==> config.mk <==
export PLATFORM = sky130hd
export DESIGN_NAME = btbh_top
export DESIGN_NICKNAME = d
export VERILOG_FILES = /design/src/rtl/btbh_pkg.sv /design/src/rtl/btbh_cam.sv /design/src/rtl/btbh_dir.sv /design/src/rtl/btbh_victim.sv /design/src/rtl/btbh_top.sv
export SDC_FILE = /design/constraint.sdc
export NUM_CORES = 2
export LEC_CHECK = 0
export ABC_AREA = 0
export BUFFER_PORTS_ARGS = -buffer_cell sky130_fd_sc_hd__buf_2
export CORE_UTILIZATION = 55
export CTS_CLUSTER_DIAMETER = 30
export CTS_CLUSTER_SIZE = 12
export DETAILED_ROUTE_END_ITERATION = 8
export HOLD_SLACK_MARGIN = 0.15
export PLACE_DENSITY = 0.72
export SETUP_SLACK_MARGIN = 0.05
export SLEW_MARGIN = 15
export SYNTH_ARGS = -nofsm -noshare
export SYNTH_HDL_FRONTEND = slang
export SYNTH_SLANG_ARGS = --single-unit
export TNS_END_PERCENT = 5
==> constraint.sdc <==
create_clock -name clk -period 6 [get_ports clk]
set_input_delay 0.6 -clock clk [delete_from_list [all_inputs] [get_ports clk]]
set_output_delay 0.6 -clock clk [all_outputs]
set_load 0.01 [all_outputs]
==> src/rtl/btbh_pkg.sv <==
package btbh_pkg;

    // Kind of state change a resolution causes in a given cycle.
    typedef enum logic [1:0] {
        ACT_IDLE        = 2'd0,
        ACT_REFRESH     = 2'd1,
        ACT_ALLOC_FREE  = 2'd2,
        ACT_ALLOC_EVICT = 2'd3
    } upd_act_e;

endpackage

==> src/rtl/btbh_cam.sv <==
// Fully associative compare of one key against all stored branch addresses.
module btbh_cam #(
    parameter int N  = 16,
    parameter int AW = 32,
    parameter int IW = 4
) (
    input  logic [N-1:0]         valid,
    input  logic [N-1:0][AW-1:0] tags,
    input  logic [AW-1:0]        key,
    output logic [N-1:0]         match,
    output logic                 hit,
    output logic [IW-1:0]        idx
);
    genvar g;
    generate
        for (g = 0; g < N; g++) begin : g_cmp
            assign match[g] = valid[g] && (tags[g] == key);
        end
    endgenerate

    assign hit = |match;

    always_comb begin
        idx = '0;
        for (int i = N - 1; i >= 0; i--) begin
            if (match[i]) idx = IW'(i);
        end
    end
endmodule

==> src/rtl/btbh_dir.sv <==
// Direction rule: taken when any tracked outcome was taken.
module btbh_dir #(
    parameter int HB = 2
) (
    input  logic [HB-1:0] hist,
    output logic          taken
);
    assign taken = |hist;
endmodule

==> src/rtl/btbh_victim.sv <==
// Chooses the entry that receives a new allocation.
module btbh_victim #(
    parameter int N  = 16,
    parameter int IW = 4
) (
    input  logic          clk,
    input  logic          rst,
    input  logic [N-1:0]  valid,
    input  logic [IW-1:0] rr,
    output logic [IW-1:0] victim,
    output logic          full
);
    logic found;

    always_comb begin
        full   = &valid;
        victim = rr;
        found  = 1'b0;
        for (int i = 0; i < N; i++) begin
            if (!valid[i] && !found) begin
                victim = IW'(i);
                found  = 1'b1;
            end
        end
    end

    AST_FREE_SLOT_FIRST: assert property (@(posedge clk) disable iff (rst)
        !full |-> !valid[victim]);
    AST_FULL_USES_POINTER: assert property (@(posedge clk) disable iff (rst)
        full |-> victim == rr);
endmodule

==> src/rtl/btbh_top.sv <==
module btbh_top #(
    parameter int N          = 16,
    parameter int AW         = 32,
    parameter int HB         = 2,
    parameter int INSN_BYTES = 4
) (
    input  logic          clk,
    input  logic          rst,
    input  logic [AW-1:0] fetch_pc,
    output logic          pred_hit,
    output logic          pred_taken,
    output logic [AW-1:0] pred_target,
    output logic [HB-1:0] pred_hist,
    output logic [AW-1:0] next_pc,
    input  logic          res_valid,
    input  logic [AW-1:0] res_pc,
    input  logic          res_taken,
    input  logic [AW-1:0] res_target,
    input  logic          res_pred_taken,
    input  logic [AW-1:0] res_pred_target,
    output logic          mispredict
);
    import btbh_pkg::*;

    localparam int IW = (N > 1) ? $clog2(N) : 1;
    localparam logic [IW-1:0] LAST_IDX = IW'(N - 1);
    localparam logic [AW-1:0] STEP     = AW'(INSN_BYTES);

    typedef struct packed {
        logic [N-1:0]         valid;
        logic [N-1:0][AW-1:0] tag;
        logic [N-1:0][AW-1:0] tgt;
        logic [N-1:0][HB-1:0] hist;
        logic [IW-1:0]        rr;
    } state_t;

    state_t   st_q, st_d;
    upd_act_e act_d;

    // Fetch-side lookup
    logic [N-1:0]  f_match;
    logic          f_hit;
    logic [IW-1:0] f_idx;
    logic          f_dir;

    btbh_cam #(.N(N), .AW(AW), .IW(IW)) u_cam_fetch (
        .valid (st_q.valid),
        .tags  (st_q.tag),
        .key   (fetch_pc),
        .match (f_match),
        .hit   (f_hit),
        .idx   (f_idx)
    );

    btbh_dir #(.HB(HB)) u_dir (
        .hist  (st_q.hist[f_idx]),
        .taken (f_dir)
    );

    // Resolution-side lookup
    logic [N-1:0]  r_match;
    logic          r_hit;
    logic [IW-1:0] r_idx;
    logic [IW-1:0] victim;
    logic          full;
    logic [IW-1:0] wr_idx;

    btbh_cam #(.N(N), .AW(AW), .IW(IW)) u_cam_res (
        .valid (st_q.valid),
        .tags  (st_q.tag),
        .key   (res_pc),
        .match (r_match),
        .hit   (r_hit),
        .idx   (r_idx)
    );

    btbh_victim #(.N(N), .IW(IW)) u_victim (
        .clk    (clk),
        .rst    (rst),
        .valid  (st_q.valid),
        .rr     (st_q.rr),
        .victim (victim),
        .full   (full)
    );

    // Prediction outputs
    always_comb begin
        pred_hit    = f_hit;
        pred_taken  = f_hit && f_dir;
        pred_target = f_hit ? st_q.tgt[f_idx]  : '0;
        pred_hist   = f_hit ? st_q.hist[f_idx] : '0;
        next_pc     = pred_taken ? st_q.tgt[f_idx] : (fetch_pc + STEP);
    end

    // Misprediction compare
    always_comb begin
        mispredict = res_valid &&
                     ((res_taken != res_pred_taken) ||
                      (res_taken && (res_target != res_pred_target)));
    end

    // Next-state computation
    always_comb begin
        st_d   = st_q;
        act_d  = ACT_IDLE;
        wr_idx = r_hit ? r_idx : victim;
        if (res_valid) begin
            if (r_hit) begin
                act_d = ACT_REFRESH;
                st_d.hist[r_idx] = HB'({st_q.hist[r_idx], res_taken});
                if (res_taken) st_d.tgt[r_idx] = res_target;
            end else begin
                act_d = full ? ACT_ALLOC_EVICT : ACT_ALLOC_FREE;
                st_d.valid[victim] = 1'b1;
                st_d.tag[victim]   = res_pc;
                st_d.tgt[victim]   = res_target;
                st_d.hist[victim]  = HB'(res_taken);
                if (full) begin
                    st_d.rr = (st_q.rr == LAST_IDX) ? '0 : st_q.rr + IW'(1);
                end
            end
        end
    end

    always_ff @(posedge clk) begin
        if (rst) st_q <= '0;
        else     st_q <= st_d;
    end

    AST_UNIQUE_TAG: assert property (@(posedge clk) disable iff (rst)
        $onehot0(f_match));
    AST_TAKEN_NEEDS_HIT: assert property (@(posedge clk) disable iff (rst)
        pred_taken |-> pred_hit);
    AST_MISS_FALLTHRU: assert property (@(posedge clk) disable iff (rst)
        !pred_hit |-> (next_pc == fetch_pc + STEP) && !pred_taken);
    AST_ALLOC_LANDS: assert property (@(posedge clk) disable iff (rst)
        (res_valid && !r_hit) |=> st_q.valid[$past(wr_idx)] &&
                                  (st_q.tag[$past(wr_idx)] == $past(res_pc)));
    AST_REFRESH_KEEPS_PTR: assert property (@(posedge clk) disable iff (rst)
        (res_valid && r_hit) |=> $stable(st_q.rr) && $stable(st_q.valid));
    AST_PTR_ONLY_ON_EVICT: assert property (@(posedge clk) disable iff (rst)
        (act_d != ACT_ALLOC_EVICT) |=> $stable(st_q.rr));
endmodule

==> results_dict.tcl <==
set metrics [dict create \
    numCtsBuffers 237 \
    synth_common_cells "mux2i_1, nor2_1, dfxtp_1, xor2_1, nor4_1" \
    leakage_uw 0.0327 \
    regMostFlops "st_q" \
    hold_path.class "input pin to flip-flop" \
    largest_reg_flops 1076 \
    rows 121 \
    synth_ff_type "dfxtp_1" \
    cts_tree "yes" \
    internal_power_uw 17200 \
    synth-edff-count 0 \
    clkPwrFrac_pct 60.8 \
    min_period_ns 5.91 \
    syn_to_final_growth_pct 21.5 \
    p_comb_share_pct 7.8 \
    top_regs "st_q (1076)" \
    drive_above_1_share_pct 16.0 \
    clkTransAtPathRegs_ns 0.05 \
    vias 54000 \
    synth_warnings 0 \
    dpl.hpwl_mm 164 \
    initialDrtViolationCount 5911 \
    place_area_um2 64700 \
    worst_slew_margin_rel_pct 22.3 \
    layout.nets 7113 \
    synth.most_common_cell "mux2i_1" \
    grt.total_usage_pct 41.9 \
    gp_congestion 1.03 \
    grt_pass1_vias 51800 \
    grt.overflow.total 0 \
    antenna_found_initial 3 \
    cts_root_buf "clkbuf_16" \
    required_ns 5.40 \
    worst_slew_pin_slew_ns 1.17 \
    htree_levels 4 \
    start_util_pct 55.7 \
    ios 202 \
    dieArea_um2 112000 \
    period_share_pct 98.5 \
    synth.distinct_cells 80 \
    swShare_pct 25.7 \
    wl_per_cell_um 27.9 \
    final_area_um2 73900 \
    avgSynthCellArea_um2 8.99 \
    power_switching_uw 5940 \
    p_seq_share_pct 31.4 \
    syn_area_um2 60800 \
    setup_viol 0 \
    drc 0 \
    crit_start "st_q[1042]" \
    clk_latency_ns 0.85 \
    worstSetupEndpointType "output port" \
    ys_seq_elements 1076 \
    cts.path.max_buffers 3 \
    finalClockSkew_ns 0.0525 \
    cts_sinks 1076 \
    synth_cells 6766 \
    crit_type "flip-flop to output port" \
    die_w_um 335 \
    port_buffers 201 \
    r2r_start "st_q[712]" \
    detail_route.vias_per_cell 6.22 \
    hold_viol 0 \
    wirelength_mm 242 \
    peakVddDrop_mv 0.331 \
    first_pass_iters 7 \
    synth_top_area_cell "dfxtp_1" \
    max_freq_mhz 169 \
    rsz0062_at_grt "false" \
    grt_first_pass_wirelength_mm 348 \
    grt_max_degree 216 \
    outcome "finished, final reports clean" \
    powerDensity_nw_per_um2 313 \
    core_region_area_um2 109000 \
    crit_path_max_fanout 4 \
    maxCapViolations 0 \
    worstHoldStart "rst" \
    startpoint_type "flip-flop" \
    final_core_util_pct 67.6 \
    drv_slew 0 \
    async_reset_ff_share_pct 0 \
    crit_arrival_ns 5.31 \
    die_y_um 335 \
    seq_area_frac_synth_pct 35.4 \
    synth_nets 6901 \
    synth_top_area_share_pct 35.4 \
    drtAntennaViolNets 0 \
    synthTopCellsByArea "dfxtp_1, mux2i_1, xor2_1, nor2_1, xnor2_1" \
]
[repair_timing]
item / in CTS / in global routing
setup buffers: 0 / 10
setup endpoints to repair: 43 / 45
hold buffers: 7 / 0
gates resized for setup: 26 / 32
pin swaps: 1 / 10
hold endpoints to repair: 7 / 0
cloned: 0 / 2
[power groups by stage]
stage / Sequential [uW] / Combinational [uW] / Clock, uW
floorplan: 7390 / 1020 / 0
global placement: 7410 / 1710 / 0
detailed placement: 7410 / 1710 / 0
CTS: 7270 / 1730 / 14100
global route: 7270 / 1840 / 14500
finish: 7280 / 1800 / 14100
[cell type report]
type / instances / area (um^2)
clock inverters: 172 / 2410
multi-input cells: 5074 / 36800
inverters: 37 / 139
flip-flops and latches: 1076 / 21500
diodes: 4 / 10.0
well taps: 1476 / 1850
repair buffers: 552 / 4740
fillers: 8729 / 35400
clock buffers: 277 / 6370
[path summary, 6_finish.rpt]
kind / end / cells past startpoint / slack (ns)
worst min register to register: st_q[323] / 2 / 0.45
worst min-delay path: st_q[591] / 2 / 0.17
worst max-delay path: next_pc[21] / 16 / 0.09
worst max register to register: st_q[19] / 13 / 1.24
[per-layer routing]
layer	global-route usage (%)	part of all wire [%]	wire length, um
met4	25.4	6.6	15900
met2	64.7	44	106000
met5	0	0.0029	7
met3	8.55	9.3	22600
met1	53.7	40	97400
[worst max-delay path, stage by stage, from the launching register on]
cell and delay, ns:
dfxtp_1 0.35, xor2_1 0.19, nor4_1 0.33, nand3_1 0.16
or4_4 0.62, o21ai_1 0.19, a21oi_1 0.13, o2111a_2 0.32
o41a_1 0.47, a2111oi_4 0.42, nor4b_2 0.11, a2111o_2 0.42
buf_4 0.18, buf_4 0.14, mux2i_1 0.11, buf_4 0.16
buf_2 0.13
[cell families after synthesis]
group	count (synthesis)	synth area share [%]
AOI/OAI and AO/OA	339	3.68
buffers and inverters	616	4.77
adders and majority gates	2	0.0411
and+or+nand+nor	2282	17.8
muxes	1371	22.7
DFF	1076	35.4
xor gates and xnor gates	1080	15.6
[cell usage in the layout, fill, tap and decap left out, types with 10 or more instances in the layout]
master | synthesis | final
nand3_1 | 88 | 88
inv_6 | 0 | 28
o21ai_0 | 22 | 21
nor4_1 | 353 | 345
clkbuf_16 | 0 | 240
o22ai_1 | 37 | 37
inv_1 | 35 | 35
mux2_2 | 69 | 69
o211ai_1 | 16 | 16
xor2_1 | 819 | 818
mux2i_1 | 1302 | 1301
and3_1 | 12 | 12
clkbuf_1 | 291 | 12
nand2b_1 | 22 | 21
clkinvlp_4 | 0 | 31
or3_1 | 16 | 15
nor2b_1 | 11 | 11
buf_2 | 205 | 198
bufinv_16 | 0 | 41
a21oi_1 | 130 | 127
dfxtp_1 | 1076 | 1071
nor4_2 | 2 | 10
a22o_1 | 33 | 33
nor4b_1 | 27 | 25
nor2_2 | 1 | 11
clkbuf_8 | 0 | 27
nor2_1 | 1083 | 1064
nand4_1 | 155 | 155
clkinv_2 | 0 | 35
nand2_1 | 322 | 321
or4_1 | 46 | 44
xnor2_1 | 260 | 260
clkinv_4 | 0 | 21
nor3_1 | 65 | 64
buf_12 | 3 | 80
nand4b_1 | 32 | 32
buf_4 | 59 | 257
[stage by stage]
step / power, uW / TNS, ns / worst slack (ns) / instances / hold WS (ns)
2_1_floorplan: 8410 / 0 / 1.26 / 6766 / 0.432
3_3_place_gp: 9120 / -0.327 / -0.156 / 8196 / 0.437
3_5_place_dp: 9120 / -0.585 / -0.210 / 8196 / 0.445
4_1_cts: 23100 / 0 / 0.0444 / 8652 / 0.154
5_1_grt: 23600 / 0 / 0.00256 / 8665 / 0.187
6_report: 23100 / 0 / 0.0915 / 8668 / 0.170
Note: power is estimated with default switching activity, not from simulation.
